`config.mk`:
```
export PLATFORM = sky130hd
export DESIGN_NAME = bp_result_port
export DESIGN_NICKNAME = d
export VERILOG_FILES = /design/src/rtl/bp_port_pkg.sv /design/src/rtl/bp_strobe_sync.sv /design/src/rtl/bp_edge_track.sv /design/src/rtl/bp_byte_select.sv /design/src/rtl/bp_result_port.sv
export SDC_FILE = /design/constraint.sdc
export NUM_CORES = 1
export LEC_CHECK = 0
export BUFFER_PORTS_ARGS = -buffer_cell sky130_fd_sc_hd__clkbuf_2
export CORE_AREA = 8 8 50 52
export DETAILED_ROUTE_END_ITERATION = 6
export DIE_AREA = 0 0 58 60
export PLACE_DENSITY_LB_ADDON = 0.15
export SLEW_MARGIN = 5
export SYNTH_ARGS = -nofsm -noshare
export SYNTH_HDL_FRONTEND = slang
export SYNTH_SLANG_ARGS = --single-unit
```
`constraint.sdc`:
```
create_clock -name clk -period 1.9 [get_ports clk]
set_clock_uncertainty 0.15 [all_clocks]
set_input_delay 0.57 -clock clk [delete_from_list [all_inputs] [get_ports clk]]
set_output_delay 0.57 -clock clk [all_outputs]
set_load 0.01 [all_outputs]
```
`src/rtl/bp_port_pkg.sv`:
```
package bp_port_pkg;

    localparam int RES_W_DEF  = 10;
    localparam int BUS_W_DEF  = 8;
    localparam int SYNC_DEF   = 2;

    typedef enum logic {
        SEL_HI = 1'b0,
        SEL_LO = 1'b1
    } byte_sel_e;

endpackage

```
`src/rtl/bp_strobe_sync.sv`:
```
module bp_strobe_sync #(
    parameter int W      = 2,
    parameter int STAGES = 2
) (
    input  logic         clk,
    input  logic         rst_n,
    input  logic [W-1:0] raw_i,
    output logic [W-1:0] sync_o
);

    logic [STAGES-1:0][W-1:0] stage_d;
    logic [STAGES-1:0][W-1:0] stage_q;

    always_comb begin
        stage_d[0] = raw_i;
        for (int i = 1; i < STAGES; i++) begin
            stage_d[i] = stage_q[i-1];
        end
    end

    always_ff @(posedge clk or negedge rst_n) begin
        if (!rst_n) begin
            stage_q <= '1;
        end else begin
            stage_q <= stage_d;
        end
    end

    assign sync_o = stage_q[STAGES-1];

endmodule

```
`src/rtl/bp_edge_track.sv`:
```
module bp_edge_track #(
    parameter logic RST_VAL = 1'b0
) (
    input  logic clk,
    input  logic rst_n,
    input  logic cur_i,
    output logic prev_o,
    output logic rise_o,
    output logic fall_o
);

    logic prev_d;
    logic prev_q;

    always_comb begin
        prev_d = cur_i;
    end

    always_ff @(posedge clk or negedge rst_n) begin
        if (!rst_n) begin
            prev_q <= RST_VAL;
        end else begin
            prev_q <= prev_d;
        end
    end

    assign prev_o = prev_q;
    assign rise_o = cur_i & ~prev_q;
    assign fall_o = ~cur_i & prev_q;

endmodule

```
`src/rtl/bp_byte_select.sv`:
```
module bp_byte_select
    import bp_port_pkg::*;
#(
    parameter int RES_W = RES_W_DEF,
    parameter int BUS_W = BUS_W_DEF
) (
    input  logic [RES_W-1:0] res_i,
    input  byte_sel_e        sel_i,
    input  logic             drive_i,
    output logic [BUS_W-1:0] byte_o
);

    localparam int LO_W  = RES_W - BUS_W;
    localparam int PAD_W = BUS_W - LO_W;

    logic [BUS_W-1:0] hi_byte;
    logic [BUS_W-1:0] lo_byte;

    assign hi_byte = res_i[RES_W-1:LO_W];

    generate
        if (PAD_W > 0) begin : g_padded
            assign lo_byte = {res_i[LO_W-1:0], {PAD_W{1'b0}}};
        end else begin : g_full
            assign lo_byte = res_i[LO_W-1:0];
        end
    endgenerate

    always_comb begin
        byte_o = '0;
        if (drive_i) begin
            byte_o = (sel_i == SEL_LO) ? lo_byte : hi_byte;
        end
    end

endmodule

```
`src/rtl/bp_result_port.sv`:
```
module bp_result_port
    import bp_port_pkg::*;
#(
    parameter int RES_W       = RES_W_DEF,
    parameter int BUS_W       = BUS_W_DEF,
    parameter int SYNC_STAGES = SYNC_DEF
) (
    input  logic             clk,
    input  logic             rst_n,
    input  logic             cs_n,
    input  logic             rd_n,
    input  logic             busy,
    input  logic [RES_W-1:0] res_data,
    input  logic             res_valid,
    output logic [BUS_W-1:0] bus_data,
    output logic             bus_oe
);

    typedef struct packed {
        logic [RES_W-1:0] res;
        byte_sel_e        sel;
    } port_state_t;

    port_state_t state_d;
    port_state_t state_q;

    logic [1:0] strobe_sync;
    logic       cs_s;
    logic       rd_s;
    logic       rd_prev;
    logic       rd_rise;
    logic       rd_fall;
    logic       busy_prev;
    logic       busy_rise;
    logic       busy_fall;
    logic       access_done;

    bp_strobe_sync #(
        .W      (2),
        .STAGES (SYNC_STAGES)
    ) i_sync (
        .clk    (clk),
        .rst_n  (rst_n),
        .raw_i  ({cs_n, rd_n}),
        .sync_o (strobe_sync)
    );

    assign cs_s = strobe_sync[1];
    assign rd_s = strobe_sync[0];

    bp_edge_track #(.RST_VAL(1'b1)) i_rd_edge (
        .clk    (clk),
        .rst_n  (rst_n),
        .cur_i  (rd_s),
        .prev_o (rd_prev),
        .rise_o (rd_rise),
        .fall_o (rd_fall)
    );

    bp_edge_track #(.RST_VAL(1'b0)) i_busy_edge (
        .clk    (clk),
        .rst_n  (rst_n),
        .cur_i  (busy),
        .prev_o (busy_prev),
        .rise_o (busy_rise),
        .fall_o (busy_fall)
    );

    // end of an access: read strobe released while the chip is still selected
    assign access_done = rd_rise & ~cs_s;

    always_comb begin
        state_d = state_q;
        if (busy_rise) begin
            state_d.sel = SEL_HI;
        end else if (!busy && access_done) begin
            state_d.sel = (state_q.sel == SEL_HI) ? SEL_LO : SEL_HI;
        end
        if (busy_fall && res_valid) begin
            state_d.res = res_data;
        end
    end

    always_ff @(posedge clk or negedge rst_n) begin
        if (!rst_n) begin
            state_q <= '{res: '0, sel: SEL_HI};
        end else begin
            state_q <= state_d;
        end
    end

    assign bus_oe = ~cs_s & ~rd_s;

    bp_byte_select #(
        .RES_W (RES_W),
        .BUS_W (BUS_W)
    ) i_select (
        .res_i   (state_q.res),
        .sel_i   (state_q.sel),
        .drive_i (bus_oe & ~busy),
        .byte_o  (bus_data)
    );

    logic unused_ok;
    assign unused_ok = rd_fall ^ rd_prev;

endmodule

```
### After elaboration in Yosys (flattened, before gate mapping)

Cells that the tools add are included.

| storage, ports and cells | value |
|---|---|
| register bits after elaboration | 17 |
| output and inout port bits | 9 |

| cells by class | value |
|---|---|
| multiplexer cells | 5 |
| bitwise operators | 11 |
| reductions and logical operators | 4 |

Operators with widths:

| cell | count |
|---|---|
| $mux W8 | 2 |
| $and A1 B1 Y1 | 6 |
| $not A1 Y1 | 5 |
| $mux W1 | 3 |
| $logic_and A1 B1 Y1 | 2 |
| $reduce_bool A2 Y1 | 1 |
| $logic_not A1 Y1 | 1 |

### Longest topological paths before layout

| depth | value |
|---|---|
| depth in word-level cells | 6 |
| gate-level depth with buffers | 3 |

### Cells and area by module

A second synthesis with hierarchy kept.

| unflattened totals | value |
|---|---|
| cell total of the unflattened synthesis | 49 |
| area, all modules | 706.9 sq um |

Modules (own cells, without submodules):

| module | instances | cells an instance | area each (sq um) |
|---|---|---|---|
| bp_result_port | 1 | 28 | 441.7 |
| bp_strobe_sync | 1 | 4 | 105.1 |
| bp_byte_select | 1 | 11 | 78.8 |
| bp_edge_track at i_rd_edge | 1 | 3 | 41.3 |
| bp_edge_track at i_busy_edge | 1 | 3 | 40.0 |

### Least setup slack after synthesis

Ideal clock, no wire load.

| timing | value |
|---|---|
| path kind | in2out |
| start | input port busy |
| end | output port bus_data[0] |
| arrival time | 1.241 ns |
| data required time | 1.180 ns |
| setup slack | -0.061 ns |
| stages on the path | 3 |
| buffers on the path | 0 |
| cell sequence | or3_4 -> nor2_4 -> and2_1 |

| on the way | value |
|---|---|
| longest elaborated chain between the ends | 3 |

Ends and longest elaborated chain:

| what | line | RTL |
|---|---|---|
| start, declared | bp_result_port.sv:12 | `input logic busy,` |
| $not A1 Y1 | bp_result_port.sv:100 | `.drive_i (bus_oe & ~busy),` |
| $and A1 B1 Y1 | bp_result_port.sv:100 |  |
| $mux W8 | bp_byte_select.sv:31 | `if (drive_i) begin` |
| end, declared | bp_result_port.sv:15 | `output logic [BUS_W-1:0] bus_data,` |

Every way passes these cells.

### Worst setup path in the final report

| timing | value |
|---|---|
| start | input port busy |
| end | output port bus_data[4] |

Same word-level chain as after synthesis.

==> impl_metrics.tcl <==
set metrics [dict create \
    synth_top_cell_by_area "dfrtp_1" \
    initial_core_util 0.382 \
    required_ns 1.18 \
    dr.pass1.iters 2 \
    die-height_um 60 \
    synth_fp_nets 62 \
    path_class "input pin to primary output" \
    synth_warnings 0 \
    switching_share 0.230 \
    num_vias 453 \
    power_leakage_uw 0.000464 \
    cts.sinks 17 \
    tritoncts "done" \
    finalHoldViolCount 0 \
    synth_area_um2 688 \
    globalplace.congestion 0.665 \
    nets 96 \
    synthTopCellsByArea "dfrtp_1 (44%), dfstp_2 (19%), mux2_2 (16%)" \
    die_w_um 58 \
    clockPowerShare 0.241 \
    setup_violations 8 \
    status "finished, violations left" \
    p_int_uw 580 \
    core_mm2 0.00180 \
    ir_drop_mv 0.315 \
    p_seq_frac 0.587 \
    areaGrowthSynthToFinish_pct 42.5 \
    relSlewSlack 0.730 \
    htreeDepth 1 \
    switchingPower_uw 173 \
    crit_arrival_ns 1.47 \
    avgSynthCellArea_um2 15.0 \
    startpoint "busy" \
    clkTransAtPathRegs_ns 0.09 \
    rrSetupSlack_ns 0.31 \
    io_pins 25 \
    grt_pass1_vias 510 \
    synth_cell_types 14 \
    rows 16 \
    fmax_mhz 456 \
    holdBufCountCts 0 \
    clk_latency_ns 0.28 \
    reg2reg_from "i_sync.sync_o[0]$_DFF_PN1_" \
    viasPerCell 4.67 \
    synthesis.instances 46 \
    fillers 167 \
    ys_seq_area_frac 0.627 \
    finalCritPeriodShare 1.15 \
    grt.total_usage 0.0775 \
    drtIter0Drc 3 \
    wl_per_cell_um 12.8 \
    slew_viol_final 0 \
    register_area_um2 432 \
    clock_path_buffers 2 \
    setup_ws_ns -0.291 \
    finalWorstPathRequiredPeriod_ns 2.19 \
    die_area_mm2 0.00348 \
    ant_nets 0 \
    diodes 0 \
    drc 0 \
    grt_pass1_wl_mm 2.03 \
    antenna_found_initial 0 \
    critPathMaxFanout 6 \
    layout.cells.non_filler 97 \
    multiInputGateArea_um2 272 \
    final_core_util 0.544 \
    failed_checks "negative setup slack" \
    drt-total-wl_mm 1.24 \
    synth_top_area_share 0.436 \
    drive_above_1_share 0.772 \
    worstSetupEndpointType "primary output" \
    worst_pin_slew_ns 0.405 \
    root_buffer "clkbuf_4" \
    maxCapViolations 0 \
    synth.ff_latch_count 17 \
    power-per-cell-area_mw_per_mm2 767 \
    post-place-ws_ns -0.296 \
    min_path_type "input pin to async pin" \
    grt_overflow_total 0 \
    cts-buffers-inserted 3 \
    holdWs_ns 0.0453 \
    place.port_buffers 24 \
    dp_hpwl_mm 1.02 \
    grt_max_degree 18 \
    worstSetupStartpointType "input pin" \
    dp.cells 92 \
    power_uw 752 \
    rsz0062_at_grt "yes" \
    p_comb_frac 0.172 \
]
-- path summary, 6_finish.rpt --
check                      depth (start not counted)                          to
hold reg to reg                                    0  i_sync.sync_o[0]$_DFF_PN1_
setup / recovery                                   5                 bus_data[4]
max in group asynchronous                          1  i_sync.sync_o[1]$_DFF_PN1_
hold / removal                                     1      state_q[2]$_DFFE_PN0P_
min in group clk                                   0  i_sync.sync_o[0]$_DFF_PN1_
setup reg to reg                                   5      state_q[0]$_DFFE_PN0P_
-- state kept, by name, summed over array words and instances (netlist names) --
name,cells
state_q,11
i_busy_edge.prev_o,1
i_rd_edge.prev_o,1
i_sync.stage_d,2
i_sync.sync_o,2
-- cells by family (layout without fill, tap and decap cells) --
family,Yosys count,count (layout),synth area share
muxes,12,12,0.193
AOI/OAI and AO/OA,1,1,0.0127
and+or+nand+nor,15,15,0.160
DFF,17,17,0.627
buffers and inverters,1,34,0.00727
-- power by group through the flow --
stage / clock (µW) / combinational (µW) / sequential (µW)
global placement: 0 / 116 / 448
global route: 208 / 144 / 448
detailed placement: 0 / 118 / 449
floorplan: 0 / 70.7 / 442
CTS: 198 / 124 / 442
finish: 181 / 129 / 442
-- synthesized netlist by cell type --
cell type and instances:
nand3b_1 1, or4b_4 1, dfrtp_1 12, and2_1 6
o21ai_2 1, nor2_1 3, or2b_1 1, nor2_4 1
nand3_2 1, dfstp_2 5, mux2i_1 2, buf_2 1
mux2_2 10, or3_4 1
-- stage by stage --
| stage | TNS, ns | area [µm²] |
|---|---|---|
| after CTS | -2.49 | 940 |
| after detailed placement | -2.21 | 891 |
| after floorplan | -0.276 | 703 |
| after global placement | -2.15 | 891 |
| final | -2.23 | 981 |
| after global routing | -2.60 | 981 |
-- worst max-delay path, cell delays in order --
cell and delay (ns):
buf_6 0.09, or3_4 0.39, nor2_4 0.15, and2_4 0.17
buf_8 0.09
-- placed cells by master, fill, tap and decap left out, drive strengths merged --
| master | count |
|---|---|
| or3 | 1 |
| or2b | 1 |
| buf | 15 |
| mux2i | 2 |
| dfrtp | 12 |
| nand3 | 1 |
| or4b | 1 |
| clkbuf | 19 |
| nand3b | 1 |
| mux2 | 10 |
| and2 | 6 |
| dfstp | 5 |
| nor2 | 4 |
| o21ai | 1 |
-- what timing repair did --
| item | 4_1_cts | 5_1_grt |
|---|---|---|
| resized for setup | 4 | 13 |
| hold endpoints to repair | 0 | 0 |
| setup endpoints to repair | 8 | 8 |
| buffers inserted | 0 | 1 |
| pin swaps | 4 | 0 |
-- metal layers --
| metal | GRT usage | part of all wire | vias up |
|---|---|---|---|
| li1 | - | - | 222 |
| met1 | 0.0730 | 0.40 | 215 |
| met2 | 0.127 | 0.50 | 12 |
| met3 | 0.0366 | 0.077 | 4 |
| met4 | 0.0629 | 0.023 | 0 |
| met5 | 0 | 0 | - |
-- cell type report --
type,count,area share
timing repair buffer,30,0.233
multi-input combinational,28,0.277
clock buffer,4,0.0268
sequential,17,0.440
tap,18,0.0230
Power figures use the tool's default switching activity.
